==> config.mk <==
export PLATFORM = sky130hd
export DESIGN_NAME = evstamp_top
export DESIGN_NICKNAME = d
export VERILOG_FILES = /design/src/rtl/evstamp_pkg.sv /design/src/rtl/evstamp_edge.sv /design/src/rtl/evstamp_ctr.sv /design/src/rtl/evstamp_cap.sv /design/src/rtl/evstamp_rd.sv /design/src/rtl/evstamp_top.sv
export SDC_FILE = /design/constraint.sdc
export NUM_CORES = 1
export LEC_CHECK = 0
export ABC_CLOCK_PERIOD_IN_PS = 2500
export BUFFER_PORTS_ARGS = -buffer_cell sky130_fd_sc_hd__buf_4
export CORE_ASPECT_RATIO = 1.75
export CORE_MARGIN = 4
export CORE_UTILIZATION = 38
export CTS_CLUSTER_SIZE = 25
export DETAILED_ROUTE_END_ITERATION = 10
export PLACE_DENSITY = 0.51
export REMOVE_ABC_BUFFERS = 1
export SLEW_MARGIN = 20
export SYNTH_ARGS = -nofsm -noshare
export SYNTH_HDL_FRONTEND = slang
export SYNTH_SLANG_ARGS = --single-unit
==> constraint.sdc <==
create_clock -name clk -period 2.5 [get_ports clk]
set_clock_uncertainty 0.15 [all_clocks]
set_input_delay 0.375 -clock clk [delete_from_list [all_inputs] [get_ports clk]]
set_output_delay 0.375 -clock clk [all_outputs]
set_load 0.02 [all_outputs]
==> src/rtl/evstamp_pkg.sv <==
package evstamp_pkg;
  localparam int BYTE_W = 8;

  typedef enum logic [1:0] {
    SRC_NONE = 2'd0,
    SRC_GPIO = 2'd1,
    SRC_CS   = 2'd2
  } src_kind_e;
endpackage

==> src/rtl/evstamp_edge.sv <==
// Synchronizer chain plus edge detector for one asynchronous event line.
module evstamp_edge #(
  parameter int STAGES  = 2,
  parameter bit RST_LVL = 1'b0
) (
  input  logic clk,
  input  logic rst,
  input  logic din,
  output logic rise,
  output logic fall
);
  logic [STAGES-1:0] sync_q;
  logic              last_q;

  always_ff @(posedge clk) begin
    if (rst) begin
      sync_q <= {STAGES{RST_LVL}};
      last_q <= RST_LVL;
    end else begin
      sync_q <= {sync_q[STAGES-2:0], din};
      last_q <= sync_q[STAGES-1];
    end
  end

  assign rise = sync_q[STAGES-1] & ~last_q;
  assign fall = ~sync_q[STAGES-1] & last_q;

  // an edge pulse lasts a single cycle
  assert_rise_single_R6: assert property (@(posedge clk) disable iff (rst)
    rise |=> !rise);
  assert_fall_single_R6: assert property (@(posedge clk) disable iff (rst)
    fall |=> !fall);
endmodule

==> src/rtl/evstamp_ctr.sv <==
// Free-running counter with count enable.
module evstamp_ctr #(
  parameter int W = 40
) (
  input  logic         clk,
  input  logic         rst,
  input  logic         en,
  output logic [W-1:0] cnt
);
  always_ff @(posedge clk) begin
    if (rst)     cnt <= '0;
    else if (en) cnt <= cnt + W'(1);
  end

  assert_step_R1: assert property (@(posedge clk) disable iff (rst)
    (en && cnt != '1) |=> cnt == $past(cnt) + W'(1));
  assert_hold_R1: assert property (@(posedge clk) disable iff (rst)
    !en |=> $stable(cnt));
  assert_wrap_R2: assert property (@(posedge clk) disable iff (rst)
    (en && cnt == '1) |=> cnt == '0);
endmodule

==> src/rtl/evstamp_cap.sv <==
// Capture register with lock and re-arm.
module evstamp_cap #(
  parameter int W = 40
) (
  input  logic         clk,
  input  logic         rst,
  input  logic         ev,
  input  logic         rearm,
  input  logic [W-1:0] cnt,
  output logic [W-1:0] cap,
  output logic         pending
);
  logic fire;

  // A re-arming read in the same cycle frees the lock for this event.
  assign fire = ev && (!pending || rearm);

  always_ff @(posedge clk) begin
    if (rst) begin
      cap     <= '0;
      pending <= 1'b0;
    end else begin
      if (fire) cap <= cnt;
      if (fire)       pending <= 1'b1;
      else if (rearm) pending <= 1'b0;
    end
  end

  assert_take_R6: assert property (@(posedge clk) disable iff (rst)
    (ev && !pending) |=> (cap == $past(cnt) && pending));
  assert_locked_R7: assert property (@(posedge clk) disable iff (rst)
    (pending && !rearm) |=> ($stable(cap) && pending));
  assert_rearm_R8: assert property (@(posedge clk) disable iff (rst)
    (rearm && !ev) |=> !pending);
  assert_same_cycle_R10: assert property (@(posedge clk) disable iff (rst)
    (rearm && ev) |=> (pending && cap == $past(cnt)));
endmodule

==> src/rtl/evstamp_rd.sv <==
// Registered byte-wide read port over the capture register.
module evstamp_rd
  import evstamp_pkg::*;
#(
  parameter int W      = 40,
  parameter int ADDR_W = 3
) (
  input  logic              clk,
  input  logic              rst,
  input  logic              rd_en,
  input  logic [ADDR_W-1:0] rd_addr,
  input  logic [W-1:0]      cap,
  input  logic              pending,
  output logic [BYTE_W-1:0] rd_data,
  output logic              rearm
);
  localparam int NB = (W + BYTE_W - 1) / BYTE_W;
  localparam logic [ADDR_W-1:0] STAT_ADDR = '1;

  logic [NB*BYTE_W-1:0] padded;
  logic [BYTE_W-1:0]    rd_next;

  always_comb begin
    padded         = '0;
    padded[W-1:0]  = cap;
  end

  always_comb begin
    rd_next = '0;
    for (int k = 0; k < NB; k++) begin
      if (rd_addr == ADDR_W'(k)) rd_next = padded[k*BYTE_W +: BYTE_W];
    end
    if (rd_addr == STAT_ADDR) rd_next = {{(BYTE_W-1){1'b0}}, pending};
  end

  assign rearm = rd_en && (rd_addr == '0);

  always_ff @(posedge clk) begin
    if (rst)        rd_data <= '0;
    else if (rd_en) rd_data <= rd_next;
  end

  assert_low_byte_R9: assert property (@(posedge clk) disable iff (rst)
    (rd_en && rd_addr == '0) |=> rd_data == $past(cap[BYTE_W-1:0]));
  assert_status_R9: assert property (@(posedge clk) disable iff (rst)
    (rd_en && rd_addr == STAT_ADDR) |=> rd_data == {{(BYTE_W-1){1'b0}}, $past(pending)});
  assert_idle_hold_R9: assert property (@(posedge clk) disable iff (rst)
    !rd_en |=> $stable(rd_data));
endmodule

==> src/rtl/evstamp_top.sv <==
// Event-triggered timestamp capture counter.
module evstamp_top
  import evstamp_pkg::*;
#(
  parameter int CNT_W    = 40,
  parameter int NUM_GPIO = 8,
  parameter int SYNC_STG = 2,
  parameter int ADDR_W   = 3,
  localparam int SEL_W   = $clog2(NUM_GPIO + 1)
) (
  input  logic                clk,
  input  logic                rst,
  input  logic                cnt_en,
  input  logic [NUM_GPIO-1:0] gpio_in,
  input  logic [NUM_GPIO-1:0] pol_inv,
  input  logic                cs_n,
  input  logic [SEL_W-1:0]    src_sel,
  input  logic                rd_en,
  input  logic [ADDR_W-1:0]   rd_addr,
  output logic [BYTE_W-1:0]   rd_data,
  output logic                capture_pending
);
  logic [NUM_GPIO-1:0] g_rise, g_fall;
  logic                cs_rise, cs_fall;
  logic [CNT_W-1:0]    cnt, cap;
  logic                ev, rearm;
  src_kind_e           kind;

  for (genvar i = 0; i < NUM_GPIO; i++) begin : g_line
    evstamp_edge #(.STAGES(SYNC_STG), .RST_LVL(1'b0)) u_edge (
      .clk (clk), .rst (rst), .din (gpio_in[i]),
      .rise(g_rise[i]), .fall(g_fall[i])
    );
  end

  evstamp_edge #(.STAGES(SYNC_STG), .RST_LVL(1'b1)) u_cs_edge (
    .clk (clk), .rst (rst), .din (cs_n),
    .rise(cs_rise), .fall(cs_fall)
  );

  always_comb begin
    if (src_sel < SEL_W'(NUM_GPIO))       kind = SRC_GPIO;
    else if (src_sel == SEL_W'(NUM_GPIO)) kind = SRC_CS;
    else                                  kind = SRC_NONE;
  end

  always_comb begin
    ev = 1'b0;
    unique case (kind)
      SRC_GPIO: begin
        for (int i = 0; i < NUM_GPIO; i++) begin
          if (src_sel == SEL_W'(i)) ev = pol_inv[i] ? g_fall[i] : g_rise[i];
        end
      end
      SRC_CS:   ev = cs_fall;
      default:  ev = 1'b0;
    endcase
  end

  evstamp_ctr #(.W(CNT_W)) u_ctr (
    .clk(clk), .rst(rst), .en(cnt_en), .cnt(cnt)
  );

  evstamp_cap #(.W(CNT_W)) u_cap (
    .clk(clk), .rst(rst), .ev(ev), .rearm(rearm), .cnt(cnt),
    .cap(cap), .pending(capture_pending)
  );

  evstamp_rd #(.W(CNT_W), .ADDR_W(ADDR_W)) u_rd (
    .clk(clk), .rst(rst), .rd_en(rd_en), .rd_addr(rd_addr), .cap(cap),
    .pending(capture_pending), .rd_data(rd_data), .rearm(rearm)
  );

  // a rising chip-select edge alone never starts a capture
  assert_cs_rise_ignored_R5: assert property (@(posedge clk) disable iff (rst)
    (kind == SRC_CS && cs_rise && !capture_pending) |=> !capture_pending);
  // nothing is captured while no source is selected
  assert_no_source_R3: assert property (@(posedge clk) disable iff (rst)
    (kind == SRC_NONE && !capture_pending) |=> !capture_pending);
endmodule

==> results_dict.tcl, run 1 <==
set metrics [dict create \
    outcome "finished, final reports clean" \
    path_cells "nand2b_1, o22ai_1, a221o_1, a32oi_4, buf_12, mux2i_1, nand2_1" \
    synth-edff-count 0 \
    antenna_found_initial 0 \
    cts_buffers 17 \
    syn_inst 626 \
    ir_drop_mv 0.335 \
    yosys_warnings 0 \
    die_h_um 173 \
    netlist_area_um2 5880 \
    ys_ff_latch 116 \
    place_congestion 0.783 \
    postCtsSetupRepairBufs 0 \
    drt_first_iter_violations 252 \
    drv_cap 0 \
    cts_tree "built" \
    dpl.cell_count 816 \
    routedWlPerCell_um 17.5 \
    fin_nets 682 \
    relSlewSlack 0.650 \
    io_pins 37 \
    numPortBuffers 36 \
    cts.sinks 116 \
    coreArea_um2 15100 \
    drt_first_pass_iters 4 \
    rsz0062_at_grt "no" \
    dieWidth_um 102 \
    layout_common_cells "dfxtp_1, nand2_1, buf_4" \
    cp.buffers_inverters 1 \
    cts_max_path_buffers 2 \
    cts_resized 0 \
    cts.htree.levels 4 \
    avgSynthCellArea_um2 9.39 \
    final-seq-area_um2 2320 \
    async_flop_share 0 \
    initial_core_util 0.390 \
    grt_pass1_vias 4738 \
    drive_above_1_share 0.168 \
    track_usage 0.174 \
    cp_slowest_cell "a221o_1" \
    multi_input_area_um2 3280 \
    min_path_type "in -> reg" \
    wirelength_um 14900 \
    grt_pass1_wl_um 24400 \
    ctsHoldBuffers 1 \
    worst_pin_slew_ps 521 \
    timing.critical_path.fanout_max 21 \
    final_common_cell "dfxtp_1" \
    antenna_left 0 \
    post-place-ws_ps 281 \
    layoutNonFillerInstCount 849 \
    insertion_delay_ps 410 \
    clock-root-buffer "clkbuf_16" \
    grt_max_degree 96 \
    n_antenna_cell 0 \
    cts.clk_slew.worst_paths_ps 50 \
    vias_per_cell 5.70 \
    endpoint_kind "register" \
    min_period_ps 2050 \
    setup_ws_ps 447 \
    finalSetupViolCount 0 \
    hpwl_um 9900 \
    crit_arrival_ps 2200 \
    syn2layout_area_growth_pct 18.0 \
    start_kind "register" \
    worstSetupPathType "reg -> reg" \
    powerDensity_nw_per_um2 671 \
    ys_seq_area_frac 0.395 \
    vias 4841 \
    grt_overflow_total 0 \
    die_area_um2 17600 \
    cp_slowest_stage_delay_ps 390 \
    rows 59 \
    cellLeakagePower_nw 2.77 \
    timing.final.crit_share 0.821 \
    post-route-drc-count 0 \
    slew_viol_final 0 \
    hold_violations 0 \
    fmax_mhz 487 \
    synth_cell_types 52 \
    ys.flop_type "dfxtp_1" \
    filler_cell_count 1502 \
    required_ps 2650 \
    crit_family "compound AO/OA/AOI/OAI gates" \
]
[cell families (layout without fill, tap and decap cells)]
kind of cell | count (synthesis) | in the layout | synth area share
AND/OR/NAND/NOR | 299 | 299 | 0.299
AO/OA/AOI/OAI | 69 | 69 | 0.0994
XOR/XNOR | 35 | 35 | 0.0522
adder cells (fa/ha/maj) | 1 | 1 | 0.00213
flip-flops | 116 | 116 | 0.395
multiplexers | 50 | 50 | 0.102
buffers and inverters | 56 | 96 | 0.0498
[stage by stage]
step | instance area [µm²] | hold slack (ps) | util | TNS (ps) | total power, mW
finish | 6930 | 23.6 | 0.460 | 0 | 4.65
CTS | 6930 | 4.66 | 0.460 | 0 | 4.72
floorplan | 5600 | 239 | - | -44040 | 2.09
global route | 6930 | 16.1 | 0.460 | 0 | 4.81
detailed placement | 6340 | 247 | 0.421 | 0 | 2.28
global placement | 6340 | 250 | 0.421 | 0 | 2.27
[flip-flops by register name (all words and copies together), names as in the netlist]
register and count:
u_cs_edge.last_q 1, u_cap.pending 1, u_ctr.cnt 40, g_line.u_edge.sync_q 16, u_cap.cap 40, u_cs_edge.sync_q 2
g_line.u_edge.last_q 8, u_rd.rd_data 8
[where the power goes]
group	leakage, nW	switching, mW	internal (mW)
logic	1.56	0.205	0.131
clock network	0.274	0.901	1.52
registers	0.941	0.0195	1.88
total	2.77	1.13	3.53
[cell usage after synthesis (all sizes together) (6+ instances only)]
master,n,area [µm²]
dfxtp,116,2320
nand2,69,259
nor2,53,201
mux2i,42,420
nor3b,42,315
a32oi,41,378
nor4b,41,359
clkbuf,38,143
xor2,30,263
nor2b,25,156
nand3,24,125
buf,14,135
nand4,12,96.3
mux4,8,180
a311oi,7,61.3
a21oi,6,30.0
nor3,6,52.6
[final cells by class]
class | count | area share
clock inverters | 12 | 0.0188
repair buffers | 60 | 0.0725
clock buffers | 20 | 0.0659
inverters | 4 | 0.00217
multi-input cells | 454 | 0.473
well taps | 183 | 0.0330
flip-flops and latches | 116 | 0.335
[routing by layer]
metal	up-vias	track usage	part of all wire
met5	-	0	0
met4	0	0.0722	0.028
met3	22	0.0361	0.035
met2	86	0.300	0.52
met1	2367	0.204	0.42
li1	2366	-	-
[path summary, 6_finish.rpt]
path	start	end	slack, ps	cells past startpoint
setup / recovery	g_line[6].u_edge.last_q	u_cap.cap[23]	450	7
hold / removal	gpio_in[0]	g_line[0].u_edge.sync_q[0]	20	2
setup reg to reg	g_line[6].u_edge.last_q	u_cap.cap[23]	450	7
hold reg to reg	u_cs_edge.sync_q[0]	u_cs_edge.sync_q[1]	270	1
Power figures use the tool's default switching activity.
==> run 2: changes to the inputs <==
--- a/config.mk
+++ b/config.mk
@@ -5,7 +5,8 @@
 export SDC_FILE = /design/constraint.sdc
 export NUM_CORES = 1
 export LEC_CHECK = 0
-export ABC_CLOCK_PERIOD_IN_PS = 2500
+export ABC_AREA = 1
+export ABC_CLOCK_PERIOD_IN_PS = 1950
 export BUFFER_PORTS_ARGS = -buffer_cell sky130_fd_sc_hd__buf_4
 export CORE_ASPECT_RATIO = 1.75
 export CORE_MARGIN = 4
==> constraint.sdc (replaced) <==
create_clock -name clk -period 1.95 [get_ports clk]
set_clock_uncertainty 0.15 [all_clocks]
set_input_delay 0.2925 -clock clk [delete_from_list [all_inputs] [get_ports clk]]
set_output_delay 0.2925 -clock clk [all_outputs]
set_load 0.02 [all_outputs]
==> results_dict.tcl, run 2 <==
set metrics [dict create \
    cts_tree "built" \
    vias_per_cell 4.96 \
    cts_buffers 17 \
    wirelength_um 15000 \
    insertion_delay_ps 410 \
    ir_drop_mv 0.539 \
    cp_slowest_cell "dfxtp_1" \
    slew_viol_final 0 \
    coreArea_um2 14000 \
    hold_violations 0 \
    dieWidth_um 98.6 \
    post-place-ws_ps -34.2 \
    worst_pin_slew_ps 484 \
    drv_cap 0 \
    muxShareOfSynthArea 0 \
    vias 5159 \
    hpwl_um 10800 \
    antenna_left 0 \
    path_cells "nand2_1, inv_1, nand2_1, nor3_1, buf_4, nand2_1, inv_1, nand2_1, o21ai_0, a21oi_1" \
    grt_pass1_vias 5110 \
    cp_slowest_stage_delay_ps 380 \
    layoutNonFillerInstCount 1040 \
    cellLeakagePower_nw 2.84 \
    synth_top_area_cell "dfxtp_1" \
    cts_max_path_buffers 2 \
    syn_inst 772 \
    r2r-start "u_ctr.cnt[6]" \
    yosysMostFrequentCell "nand2_1" \
    ys_ff_latch 116 \
    crit_family "simple AND/OR/NAND/NOR gates" \
    endpoint_kind "register" \
    ys.flop_type "dfxtp_1" \
    synth-simple-area-share 0.324 \
    rows 57 \
    grt_max_degree 61 \
    place_congestion 0.957 \
    reg.largest.list "u_cap.cap x40, u_ctr.cnt x40, g_line.u_edge.sync_q x16" \
    drt_first_pass_iters 5 \
    relSlewSlack 0.674 \
    track_usage 0.180 \
    cp-startpoint "u_ctr.cnt[6]" \
    min_path_type "in -> reg" \
    avgSynthCellArea_um2 7.07 \
    post-route-drc-count 0 \
    cpMostUsedCell "nand2_1" \
    cp_num_cells 10 \
    clock-root-buffer "clkbuf_16" \
    fmax_mhz 535 \
    cts.sinks 116 \
    drive_above_1_share 0.184 \
    n_antenna_cell 0 \
    regToRegSetupSlack_ps 80 \
    grt_pass1_wl_um 23900 \
    netlist_area_um2 5460 \
    outcome "finished, final reports clean" \
    synth_top_family_by_area "simple AND/OR/NAND/NOR gates" \
    filler_cell_count 1409 \
    fin_nets 880 \
    cp.buffers_inverters 3 \
    routedWlPerCell_um 14.4 \
    total_power_mw 6.05 \
    drt_first_iter_violations 222 \
    synth_cell_types 37 \
    synthAdderAreaFrac 0.00229 \
    initial_core_util 0.391 \
    final_common_cell "nand2_1" \
    synth-edff-count 0 \
    cts.clk_slew.worst_paths_ps 60 \
    setup_ws_ps 80.9 \
    grt_overflow_total 0 \
    synthXorXnorAreaFrac 0.0241 \
    min_period_ps 1870 \
    finalSetupViolCount 0 \
    yosys_warnings 0 \
    timing.critical_path.fanout_max 4 \
    synth_compound_area_frac 0.111 \
    crit_arrival_ps 2020 \
    timing.final.crit_share 0.959 \
    crit_end "u_ctr.cnt[21]" \
    r2r_cells 10 \
    synth_top_area_frac 0.425 \
    powerDensity_nw_per_um2 866 \
    dpl.cell_count 992 \
    numPortBuffers 36 \
    rsz0062_at_grt "yes" \
    cts.htree.levels 4 \
    final_util 0.500 \
    ys_top_cells_by_area "dfxtp_1, nand2_1, nor2_1" \
    required_ps 2100 \
    antenna_found_initial 0 \
    async_flop_share 0 \
    synth_top_cells_by_count "nand2_1, dfxtp_1, nor2_1" \
    ys_seq_area_frac 0.425 \
    die_area_um2 16400 \
    io_pins 37 \
    layout_common_cells "nand2_1, dfxtp_1, nor2_1" \
    holdPathStages 3 \
    worstSetupPathType "reg -> reg" \
    syn2layout_area_growth_pct 28.0 \
    start_kind "register" \
    reg2reg_to "u_ctr.cnt[21]" \
    die_h_um 167 \
]
-- run 2: cell types whose count changed after synthesis, moves of 42 or more --
cell | previous run | this run
mux2i_1 | 42 | 0
nand2_1 | 69 | 118
nand3_1 | 23 | 71
nor2_1 | 52 | 116
a21oi_1 | 6 | 73
inv_1 | 3 | 107
-- run 2: cell families (layout without fill, tap and decap cells) --
kind of cell    count (synthesis)  after routing
simple gates                  383            383
buf+inv                       143            234
flops                         116            116
compound gates                114            114
xor+xnor                       15             15
fa+ha+maj                       1              1
-- run 2: what timing repair did --
action	CTS	global route
pin swaps	0	1
gates cloned	0	6
setup endpoints to repair	2	19
hold endpoints to repair	9	0
hold buffers	9	0
setup buffers	0	2
gates resized for setup	2	18
-- run 2: area by class of cell --
class	count	area [µm²]	share of cell area
well taps	177	221	0.0317
clock buffers	17	425	0.0609
inverters	112	420	0.0602
multi-input cells	513	2610	0.373
repair buffers	91	858	0.123
flip-flops and latches	116	2320	0.333
clock inverters	14	130	0.0186
-- run 2: through the flow --
stage	hold WS [ps]	TNS [ps]	cell area, µm²
6_report	84.6	0	6990
3_5_place_dp	247	-34.2	6110
3_3_place_gp	239	-30.9	6110
4_1_cts	79.3	0	6760
2_1_floorplan	212	-42850	5260
5_1_grt	91.5	-133	6990
-- run 2: worst min path at each step --
stage,start,endpoint
floorplan,rst,u_rd.rd_data[1]
detailed placement,g_line[2].u_edge.sync_q[0],g_line[2].u_edge.sync_q[1]
global placement,g_line[0].u_edge.sync_q[0],g_line[0].u_edge.sync_q[1]
CTS,rd_en,u_rd.rd_data[5]
finish,rd_en,u_rd.rd_data[5]
global route,rd_en,u_rd.rd_data[3]
-- run 2: worst reg2reg max path, delay by kind of cell (launching register included) --
kind	cells	cell delay [ps]
DFF	1	380
and+or+nand+nor	5	610
AOI/OAI and AO/OA	2	230
buffers and inverters	3	370
-- run 2: metal layers --
metal / vias to the layer above / track usage / part of all wire
li1: 2665 / - / -
met1: 2351 / 0.198 / 0.39
met2: 97 / 0.317 / 0.53
met3: 46 / 0.0301 / 0.029
met4: 0 / 0.109 / 0.048
met5: - / 0 / 0
-- run 2: where the power goes --
group / internal, mW / switching [mW] / leakage (nW)
sequential: 2.48 / 0.0546 / 0.946
combinational: 0.264 / 0.340 / 1.63
clock: 1.75 / 1.16 / 0.270
